**src/rtl/ofb_pkg.sv**
```systemverilog
package ofb_pkg;

  typedef enum logic [1:0] {
    KIND_PLAIN    = 2'd0,
    KIND_INDIRECT = 2'd1,
    KIND_MEMMOVE  = 2'd2,
    KIND_TABLE    = 2'd3
  } op_kind_e;

  typedef enum logic [1:0] {
    ST_IDLE,
    ST_REQ,
    ST_DATA,
    ST_GAP
  } seq_state_e;

  localparam int unsigned MAX_WORDS = 4;
  localparam int unsigned IDX_W     = $clog2(MAX_WORDS + 1);

  // Words that an instruction of the given type occupies.
  function automatic logic [IDX_W-1:0] words_for_kind(op_kind_e k);
    case (k)
      KIND_PLAIN:    words_for_kind = IDX_W'(2);
      KIND_INDIRECT: words_for_kind = IDX_W'(3);
      KIND_MEMMOVE:  words_for_kind = IDX_W'(3);
      default:       words_for_kind = IDX_W'(4);
    endcase
  endfunction

endpackage

```
**src/rtl/ofb_beat_plan.sv**
```systemverilog
// Beat count of the next ownership: a two-beat burst starts only on an
// even word index with at least two words left; everything else is single.
module ofb_beat_plan #(
  parameter int unsigned IDX_W = 3
) (
  input  logic [IDX_W-1:0] idx_i,
  input  logic [IDX_W-1:0] total_i,
  input  logic             burst_i,
  output logic [1:0]       beats_o
);
  logic [IDX_W-1:0] left;

  always_comb begin
    left = total_i - idx_i;
    if (burst_i && !idx_i[0] && (left >= IDX_W'(2))) beats_o = 2'd2;
    else                                              beats_o = 2'd1;
  end
endmodule

```
**src/rtl/ofb_addr_gen.sv**
```systemverilog
module ofb_addr_gen #(
  parameter int unsigned ADDR_W = 32,
  parameter int unsigned DATA_W = 32,
  parameter int unsigned IDX_W  = 3
) (
  input  logic [ADDR_W-1:0] base_i,
  input  logic [IDX_W-1:0]  idx_i,
  output logic [ADDR_W-1:0] addr_o
);
  localparam int unsigned BYTES = DATA_W / 8;

  assign addr_o = base_i + (ADDR_W'(idx_i) * ADDR_W'(BYTES));
endmodule

```
**src/rtl/ofb_word_store.sv**
```systemverilog
module ofb_word_store #(
  parameter int unsigned DATA_W = 32,
  parameter int unsigned WORDS  = 4,
  parameter int unsigned IDX_W  = 3
) (
  input  logic                    clk,
  input  logic                    rst_n,
  input  logic                    clr_i,
  input  logic                    wr_en_i,
  input  logic [IDX_W-1:0]        wr_idx_i,
  input  logic [DATA_W-1:0]       wr_data_i,
  output logic [WORDS*DATA_W-1:0] words_o
);
  for (genvar g = 0; g < WORDS; g++) begin : g_slot
    logic [DATA_W-1:0] slot_q;
    logic              hit;

    assign hit = wr_en_i && (wr_idx_i == IDX_W'(g));

    always_ff @(posedge clk or negedge rst_n) begin
      if (!rst_n)     slot_q <= '0;
      else if (clr_i) slot_q <= '0;
      else if (hit)   slot_q <= wr_data_i;
    end

    assign words_o[g*DATA_W +: DATA_W] = slot_q;
  end
endmodule

```
**src/rtl/ofb_fetch_seq.sv**
```systemverilog
module ofb_fetch_seq #(
  parameter int unsigned ADDR_W = 32,
  parameter int unsigned DATA_W = 32
) (
  input  logic                                  clk,
  input  logic                                  rst_n,
  input  logic                                  start,
  input  logic [ADDR_W-1:0]                     fetch_addr,
  input  logic                                  burst_en,
  input  logic [1:0]                            op_kind,
  input  logic                                  bus_gnt,
  input  logic                                  rd_valid,
  input  logic [DATA_W-1:0]                     rd_data,
  output logic                                  bus_req,
  output logic [ADDR_W-1:0]                     bus_addr,
  output logic [1:0]                            bus_len,
  output logic                                  busy,
  output logic                                  done,
  output logic [ofb_pkg::IDX_W-1:0]             instr_count,
  output logic [ofb_pkg::MAX_WORDS*DATA_W-1:0]  instr_words
);
  import ofb_pkg::*;

  localparam int unsigned WORDS = MAX_WORDS;

  // Reset: asserted asynchronously, released on a clock edge.
  logic [1:0] rst_sync_q;
  logic       rst_int_n;

  always_ff @(posedge clk or negedge rst_n) begin
    if (!rst_n) rst_sync_q <= 2'b00;
    else        rst_sync_q <= {rst_sync_q[0], 1'b1};
  end
  assign rst_int_n = rst_sync_q[1];

  seq_state_e        state_q, state_d;
  logic [ADDR_W-1:0] base_q, base_d;
  logic              burst_q, burst_d;
  op_kind_e          kind_q, kind_d;
  logic [IDX_W-1:0]  idx_q, idx_d;
  logic [1:0]        left_q, left_d;

  logic [IDX_W-1:0]  total_q, total_in;
  logic [1:0]        plan_beats;
  logic              take_start, take_beat, finish;

  assign total_q  = words_for_kind(kind_q);
  assign total_in = words_for_kind(op_kind_e'(op_kind));

  assign take_start = start && (state_q == ST_IDLE);
  assign take_beat  = rd_valid && (state_q == ST_DATA);
  assign finish     = (state_q == ST_GAP) && (idx_q == total_in);

  ofb_beat_plan #(.IDX_W(IDX_W)) plan_i (
    .idx_i   (idx_q),
    .total_i (total_q),
    .burst_i (burst_q),
    .beats_o (plan_beats)
  );

  ofb_addr_gen #(.ADDR_W(ADDR_W), .DATA_W(DATA_W), .IDX_W(IDX_W)) addr_i (
    .base_i (base_q),
    .idx_i  (idx_q),
    .addr_o (bus_addr)
  );

  ofb_word_store #(.DATA_W(DATA_W), .WORDS(WORDS), .IDX_W(IDX_W)) store_i (
    .clk       (clk),
    .rst_n     (rst_int_n),
    .clr_i     (take_start),
    .wr_en_i   (take_beat),
    .wr_idx_i  (idx_q),
    .wr_data_i (rd_data),
    .words_o   (instr_words)
  );

  always_comb begin
    state_d = state_q;
    base_d  = base_q;
    burst_d = burst_q;
    kind_d  = kind_q;
    idx_d   = idx_q;
    left_d  = left_q;
    case (state_q)
      ST_IDLE: begin
        if (start) begin
          state_d = ST_REQ;
          base_d  = fetch_addr;
          burst_d = burst_en;
          kind_d  = KIND_PLAIN;   // assume the shortest length until word 0 is decoded
          idx_d   = '0;
        end
      end
      ST_REQ: begin
        if (bus_gnt) begin
          state_d = ST_DATA;
          left_d  = plan_beats;
        end
      end
      ST_DATA: begin
        if (rd_valid) begin
          idx_d  = idx_q + IDX_W'(1);
          left_d = left_q - 2'd1;
          if (left_q == 2'd1) state_d = ST_GAP;
        end
      end
      default: begin           // ST_GAP: request released, type now known
        kind_d  = op_kind_e'(op_kind);
        state_d = finish ? ST_IDLE : ST_REQ;
      end
    endcase
  end

  always_ff @(posedge clk or negedge rst_int_n) begin
    if (!rst_int_n) begin
      state_q <= ST_IDLE;
      base_q  <= '0;
      burst_q <= 1'b0;
      kind_q  <= KIND_PLAIN;
      idx_q   <= '0;
      left_q  <= '0;
    end else begin
      state_q <= state_d;
      base_q  <= base_d;
      burst_q <= burst_d;
      kind_q  <= kind_d;
      idx_q   <= idx_d;
      left_q  <= left_d;
    end
  end

  assign bus_req     = (state_q == ST_REQ);
  assign bus_len     = plan_beats;
  assign busy        = (state_q != ST_IDLE);
  assign done        = finish;
  assign instr_count = idx_q;

endmodule

```
**config.mk**
```make
export PLATFORM = sky130hd
export DESIGN_NAME = ofb_fetch_seq
export DESIGN_NICKNAME = d
export VERILOG_FILES = /design/src/rtl/ofb_pkg.sv /design/src/rtl/ofb_beat_plan.sv /design/src/rtl/ofb_addr_gen.sv /design/src/rtl/ofb_word_store.sv /design/src/rtl/ofb_fetch_seq.sv
export SDC_FILE = /design/constraint.sdc
export NUM_CORES = 1
export LEC_CHECK = 0
export BUFFER_PORTS_ARGS = -buffer_cell sky130_fd_sc_hd__buf_4
export CAP_MARGIN = 30
export CORE_MARGIN = 4
export CORE_UTILIZATION = 57
export CTS_BUF_LIST = sky130_fd_sc_hd__clkbuf_2 sky130_fd_sc_hd__clkbuf_4 sky130_fd_sc_hd__clkbuf_8
export CTS_CLUSTER_DIAMETER = 80
export DETAILED_ROUTE_END_ITERATION = 10
export PLACE_DENSITY = 0.9
export SLEW_MARGIN = 20
export SYNTH_ARGS = -nofsm -noshare
export SYNTH_HDL_FRONTEND = slang
export SYNTH_SLANG_ARGS = --single-unit
```
**constraint.sdc**
```tcl
create_clock -name clk -period 16.42 [get_ports clk]
set_input_delay 0 -clock clk [delete_from_list [all_inputs] [get_ports clk]]
set_output_delay 0 -clock clk [all_outputs]
set_load 0.005 [all_outputs]
```
==> flow_metrics.py, run 1 <==
metrics = {
    "pwr": {
        "peakVddDrop_mv": 0.120,
        "pwr_density_cell_mw_per_mm2": 161,
        "p_leak_nw": 5.13,
    },
    "yosys": {
        "synth_area_leaders": "dfrtp_1, nand2_1, a21oi_1",
        "synth_enable_flop_cells": 0,
        "synth_top_family_by_area": "simple AND/OR/NAND/NOR gates",
        "synthXorXnorAreaFrac_pct": 3.53,
        "synth_fa_ha_area_share_pct": 3.07,
        "syn_avg_cell_area_um2": 9.56,
        "synthCells": 819,
        "yosysWarnings": 0,
        "seq_area_frac_synth_pct": 55.0,
        "async_reset_ff_share_pct": 100,
        "synth_cell_type_count": 46,
        "syn_nets": 909,
        "ys_dominant_reg_cell": "dfrtp_1",
        "yosys.area.top_type_share_pct": 55.0,
        "synth_seq_cells": 172,
        "synth_compound_area_share_pct": 10.6,
        "synthMuxAreaShare_pct": 4.59,
        "yosysTopAreaCell": "dfrtp_1",
        "syn-cell-area_mm2": 0.00783,
        "synth_simple_gate_area_share_pct": 18.6,
    },
    "route": {
        "via_per_inst": 5.72,
        "routed_wl_mm": 24.7,
        "routedWlPerCell_um": 19.1,
        "first_pass_iters": 5,
        "drcViolationCount": 0,
        "antenna_left": 0,
        "via_count": 7408,
        "drtIter0Drc": 867,
    },
    "global_routing": {
        "grt_overflow": 0,
        "grt_pass1_vias": 7425,
        "antenna_found_initial": 0,
        "grt_max_degree": 73,
        "grt_util_all_layers_pct": 31.5,
        "grt_pass1_wl_mm": 39.6,
    },
    "setup_path": {
        "crit_arrival_ns": 3.20,
        "critPathKind": "register to register",
        "cpMaxStageDelayCell": "and2_4",
        "r2r_start": "state_q[0]",
        "crit_path_end_kind": "register",
        "critPathLaunchType": "register",
        "crit_start": "state_q[0]",
        "cp_cell_sequence": "inv_1 -> ha_1 -> and2_4 -> buf_4 -> buf_16 -> mux2_2",
        "cp.required_ns": 16.76,
        "cp_slowest_stage_delay_ns": 0.68,
        "cp_max_fo": 71,
    },
    "worst_hold_path": {
        "hold_class": "primary input to register",
        "hold_path_startpoint": "bus_gnt",
    },
    "cts": {
        "clk_latency_ns": 0.46,
        "cts_tree": "yes",
        "cts_buffers": 17,
        "cts_resized": 0,
        "ctsRootBufferMaster": "clkbuf_8",
        "clkTransAtPathRegs_ns": 0.09,
        "clock_path_buffers": 2,
        "htreeDepth": 4,
        "cts_sinks": 172,
    },
    "die": {
        "ios": 240,
        "fp.dieH_um": 125,
        "core_area_mm2": 0.0133,
        "initial_core_util_pct": 58.7,
        "die_area_mm2": 0.0157,
        "die_w_um": 125,
        "row_count": 42,
    },
    "status": {
        "run_status": "finished clean",
    },
    "sta": {
        "period_needed_ns": 2.86,
        "rsz0062_at_grt": "false",
        "min_period_over_period_pct": 17.4,
        "fin_ws_ns": 13.56,
        "setup_tns_ns": 0,
        "max_freq_mhz": 350,
        "setup_viol": 0,
        "skew_ns": 0.0105,
        "slew_headroom_pct": 45.2,
        "maxSlewViolCount": 0,
        "hold_violations": 0,
        "worst_pin_slew_ns": 0.817,
    },
    "cells_and_area": {
        "layout-drive-gt1-share_pct": 29.3,
        "finalNetCount": 1196,
        "area_delta_synth_final_pct": 38.1,
        "nFillCells": 786,
    },
    "placement": {
        "portBuffers": 239,
        "hpwl_mm": 15.4,
        "gp_congestion": 0.854,
        "pre_cts_ws_ns": 13.62,
    },
    "job": {
        "cap_viol_max_count": 0,
    },
}
==> state kept, by name (all words and copies together) (netlist names) <==
| signal | count |
|---|---|
| store_i.g_slot.slot_q | 128 |
| base_q | 32 |
| instr_count | 3 |
| kind_q | 2 |
| left_q | 2 |
| rst_sync_q | 2 |
| state_q | 2 |
| burst_q | 1 |
==> layout make-up <==
| class | instances | area (um2) | area share [%] |
|---|---|---|---|
| Sequential cell | 172 | 4310 | 39.9 |
| Multi-Input combinational cell | 573 | 3170 | 29.3 |
| Timing Repair Buffer | 321 | 2630 | 24.3 |
| Clock buffer | 20 | 263 | 2.43 |
| Tap cell | 176 | 220 | 2.04 |
| Clock inverter | 12 | 138 | 1.27 |
| Inverter | 21 | 78.8 | 0.729 |
| Antenna cell | 1 | 2.50 | 0.0232 |
==> metal layers <==
metal	up-vias	global-route usage, %	share of wire [%]
met2	500	54.0	51
met1	3565	38.4	36
met5	-	0	0
li1	3265	-	-
met3	78	8.61	10
met4	0	11.6	3.1
==> worst paths after layout <==
path / endpoint / slack [ns] / cells after the start
setup / recovery: burst_q / 13.56 / 6
hold / removal: left_q[0] / 0.13 / 4
setup reg to reg: burst_q / 13.56 / 6
hold reg to reg: store_i.g_slot[3].slot_q[6] / 0.36 / 0
max in group asynchronous: store_i.g_slot[3].slot_q[5] / 14.27 / 3
min in group asynchronous: store_i.g_slot[3].slot_q[6] / 0.36 / 0
==> synthesized netlist by cell type, types with 4 or more instances <==
cell type	instances
buf_2	25
xnor2_1	23
mux2_2	31
dfrtp_1	172
buf_1	8
nand3_1	7
nor3_2	4
ha_1	16
nor2_1	5
buf_4	12
o21ai_0	8
inv_1	21
nand4_1	12
xor2_1	6
clkbuf_1	7
nand2_1	281
a21oi_1	131
a22o_1	5
and3_1	5
==> per-stage QoR <==
step	power (mW)	instance area, um2	util [%]	hold WS, ns	std cells
after detailed placement	1.40	9670	72.4	-0.216	1191
after global placement	1.37	9630	72.2	-0.217	1190
after CTS	1.72	10800	80.7	0.101	1294
after floorplan	1.04	7830	-	-0.296	819
after global routing	1.84	10800	81.0	0.175	1295
final	1.74	10800	81.0	0.134	1296
==> placed cells by master (no fill, tap or decap), types with 5 or more instances in the layout <==
cell type | Yosys | routed
clkbuf_8 | 0 | 18
nand2_1 | 281 | 279
nor2_1 | 5 | 5
dfrtp_1 | 172 | 171
nand4_1 | 12 | 12
nand3_1 | 7 | 7
xnor2_1 | 23 | 23
buf_4 | 12 | 248
mux2_2 | 31 | 31
o21ai_0 | 8 | 8
inv_1 | 21 | 21
a22o_1 | 5 | 5
dlygate4sd3_1 | 0 | 71
a21oi_1 | 131 | 131
ha_1 | 16 | 16
and3_1 | 5 | 5
xor2_1 | 6 | 6
==> kinds of logic after synthesis <==
family                   count (synthesis)
AO/OA/AOI/OAI                          153
XOR/XNOR                                30
adder cells (fa/ha/maj)                 18
buffers and inverters                   74
flip-flops                             172
multiplexers                            32
other                                    1
AND/OR/NAND/NOR                        339
==> timing repair <==
| action | 4_1_cts | 5_1_grt |
|---|---|---|
| hold buffers | 71 | 0 |
| endpoints found under the setup margin | 0 | 0 |
| buffers inserted | 0 | 0 |
| hold endpoints to repair | 167 | 0 |
==> where the power goes <==
group          internal [mW]  switching (mW)
combinational          0.380           0.339
clock                  0.144           0.158
sequential             0.579           0.142
total                   1.10           0.639
==> critical path, delay by kind of cell, from the launching register on <==
| kind | cells | cell delay [ns] |
|---|---|---|
| adders and majority gates | 1 | 0.31 |
| buffers and inverters | 3 | 0.91 |
| DFF | 1 | 0.43 |
| muxes | 1 | 0.37 |
| and+or+nand+nor | 1 | 0.68 |
No activity file was read; power rests on OpenSTA's default activity.
==> run 2, diff against run 1 <==
--- a/config.mk
+++ b/config.mk
@@ -8,11 +8,11 @@
 export BUFFER_PORTS_ARGS = -buffer_cell sky130_fd_sc_hd__buf_4
 export CAP_MARGIN = 30
 export CORE_MARGIN = 4
-export CORE_UTILIZATION = 57
+export CORE_UTILIZATION = 48
 export CTS_BUF_LIST = sky130_fd_sc_hd__clkbuf_2 sky130_fd_sc_hd__clkbuf_4 sky130_fd_sc_hd__clkbuf_8
 export CTS_CLUSTER_DIAMETER = 80
 export DETAILED_ROUTE_END_ITERATION = 10
-export PLACE_DENSITY = 0.9
+export PLACE_DENSITY = 0.81
 export SLEW_MARGIN = 20
 export SYNTH_ARGS = -nofsm -noshare
 export SYNTH_HDL_FRONTEND = slang
==> constraint.sdc (replaced) <==
create_clock -name clk -period 2.36 [get_ports clk]
set_input_delay 0 -clock clk [delete_from_list [all_inputs] [get_ports clk]]
set_output_delay 0 -clock clk [all_outputs]
set_load 0.005 [all_outputs]
==> run 2 against run 1 <==
Non-clock buffer count grew 18. Final area increased by 2.5%. Clock-buffer cell count is 3 lower. The run now ends with setup timing left. Utilization shrank 11 points. Clock power increased to 7.1 times the previous value. Largest cell class unchanged. Largest power group is now combinational cells.
==> flow_metrics.py, run 2 (synthesized netlist as in run 1, its figures left out) <==
metrics = {
    "global_routing": {
        "antenna_found_initial": 0,
        "grt_overflow": 0,
        "grt_util_all_layers_pct": 25.8,
        "grt_max_degree": 116,
        "grt_pass1_vias": 6954,
        "grt_pass1_wl_mm": 37.5,
    },
    "die": {
        "die_w_um": 136,
        "die_area_mm2": 0.0184,
        "core_area_mm2": 0.0159,
        "fp.dieH_um": 136,
        "ios": 240,
        "initial_core_util_pct": 49.1,
        "row_count": 46,
    },
    "pwr": {
        "p_int_mw": 7.77,
        "swShare_pct": 36.3,
        "p_leak_nw": 5.26,
        "pwr_density_cell_mw_per_mm2": 1100,
        "peakVddDrop_mv": 0.742,
        "combPwrFrac_pct": 42.0,
        "p_seq_share_pct": 40.4,
        "pwr-share-clk_pct": 17.6,
        "p_switching_mw": 4.43,
    },
    "cts": {
        "cts_sinks": 172,
        "cts_tree": "yes",
        "cts_buffers": 17,
        "clkTransAtPathRegs_ns": 0.10,
        "htreeDepth": 4,
        "ctsRootBufferMaster": "clkbuf_8",
        "clock_path_buffers": 2,
        "clk_latency_ns": 0.45,
    },
    "cells_and_area": {
        "finalNetCount": 1214,
        "area_delta_synth_final_pct": 41.5,
        "utilization_pct": 69.5,
        "layout_commonest_cell": "nand2_1",
        "fin_cells": 1354,
        "top_register": "store_i.g_slot.slot_q",
        "layout-drive-gt1-share_pct": 31.6,
        "largest_register_ffs": 128,
        "layout_common_cells": "nand2_1, buf_4, dfrtp_1",
    },
    "route": {
        "via_count": 7154,
        "drtIter0Drc": 545,
        "antenna_left": 0,
        "via_per_inst": 5.28,
        "first_pass_iters": 5,
        "routed_wl_mm": 23.9,
        "routedWlPerCell_um": 17.7,
        "drcViolationCount": 0,
    },
    "worst_hold_path": {
        "hold_class": "primary input to register",
    },
    "setup_path": {
        "r2r_slack_ns": 0.19,
        "critPathKind": "register to primary output",
        "crit_path_end_kind": "primary output",
        "crit_arrival_ns": 2.43,
        "cp.required_ns": 2.36,
        "cp_max_fo": 6,
        "critPathLaunchType": "register",
    },
    "sta": {
        "skew_ns": 0.0201,
        "max_freq_mhz": 411,
        "slew_headroom_pct": 64.7,
        "period_needed_ns": 2.43,
        "hold_violations": 0,
        "min_period_over_period_pct": 103,
        "setup_viol": 6,
        "worst_pin_slew_ns": 0.529,
        "whs_ns": 0.0644,
        "maxSlewViolCount": 0,
        "fin_ws_ns": -0.0748,
        "rsz0062_at_grt": "true",
    },
    "job": {
        "cap_viol_max_count": 0,
    },
    "placement": {
        "hpwl_mm": 15.3,
        "portBuffers": 239,
        "gp_congestion": 0.810,
        "dp.cells": 1243,
    },
    "status": {
        "failed_checks": "setup timing",
        "run_status": "finished with violations",
    },
}
[run 2: changes by cell type in the layout (fill, tap and decap cells not counted), moves of 3 or more]
cell / before / now
buf_12: 0 / 4
buf_4: 248 / 264
xnor2_2: 0 / 3
inv_2: 0 / 3
inv_1: 21 / 18
xnor2_1: 23 / 20
clkinvlp_4: 4 / 1
[run 2: metal layers]
metal / routed length [um] / vias up / GRT usage [%]
met2: 11800 / 337 / 42.7
li1: - / 3306 / -
met1: 9210 / 3464 / 33.0
met5: 0 / - / 0
met3: 2260 / 47 / 6.98
met4: 630 / 0 / 8.51
[run 2: final timing paths]
| kind | startpoint | endpoint | depth (start not counted) |
|---|---|---|---|
| worst max-delay path | instr_count[0] | bus_addr[20] | 9 |
| worst min-delay path | bus_gnt | left_q[0] | 4 |
| worst max register to register | kind_q[0] | left_q[0] | 10 |
| worst min register to register | rst_sync_q[1] | state_q[1] | 0 |
| max in group asynchronous | rst_sync_q[1] | store_i.g_slot[0].slot_q[18] | 1 |
| min in group asynchronous | rst_sync_q[1] | state_q[1] | 0 |
[run 2: metrics by stage]
step	total power, mW	TNS [ns]	cell area [um2]	worst slack [ns]
4_1_cts	12.1	-0.160	11000	-0.0871
2_1_floorplan	7.22	0	7830	0.388
3_5_place_dp	9.81	0	9830	0.293
3_3_place_gp	9.66	0	9830	0.371
5_1_grt	13.0	-1.40	11100	-0.223
6_report	12.2	-0.211	11100	-0.0748
[run 2: what timing repair did]
action / 4_1_cts / 5_1_grt
hold buffers: 70 / 0
gates resized for setup: 7 / 13
buffers inserted: 5 / 4
pin swaps: 7 / 11
setup endpoints to repair: 12 / 25
endpoints found under the hold margin: 166 / 0
[run 2: power groups by stage]
| stage | clock [mW] | combinational (mW) | sequential (mW) |
|---|---|---|---|
| 3_5_place_dp | 0 | 4.86 | 4.95 |
| 2_1_floorplan | 0 | 2.38 | 4.84 |
| 3_3_place_gp | 0 | 4.75 | 4.91 |
| 4_1_cts | 2.19 | 5.04 | 4.90 |
| 5_1_grt | 2.32 | 5.62 | 5.09 |
| 6_report | 2.15 | 5.12 | 4.93 |
[run 2: final cells by class]
class | instances | area (um2)
Timing Repair Buffer | 339 | 2770
Multi-Input combinational cell | 573 | 3230
Clock inverter | 15 | 180
Clock buffer | 17 | 234
Inverter | 21 | 78.8
Antenna cell | 1 | 2.50
Tap cell | 216 | 270
Sequential cell | 172 | 4310
Fill cell | 1153 | 4860
[run 2: worst max-delay path, cell delays in order (launching register included)]
cell,delay (ns)
dfrtp_1,0.37
ha_2,0.19
inv_2,0.04
fa_2,0.33
and2b_2,0.25
o2111ai_4,0.19
buf_4,0.21
nor2_2,0.10
xnor2_1,0.14
buf_4,0.15
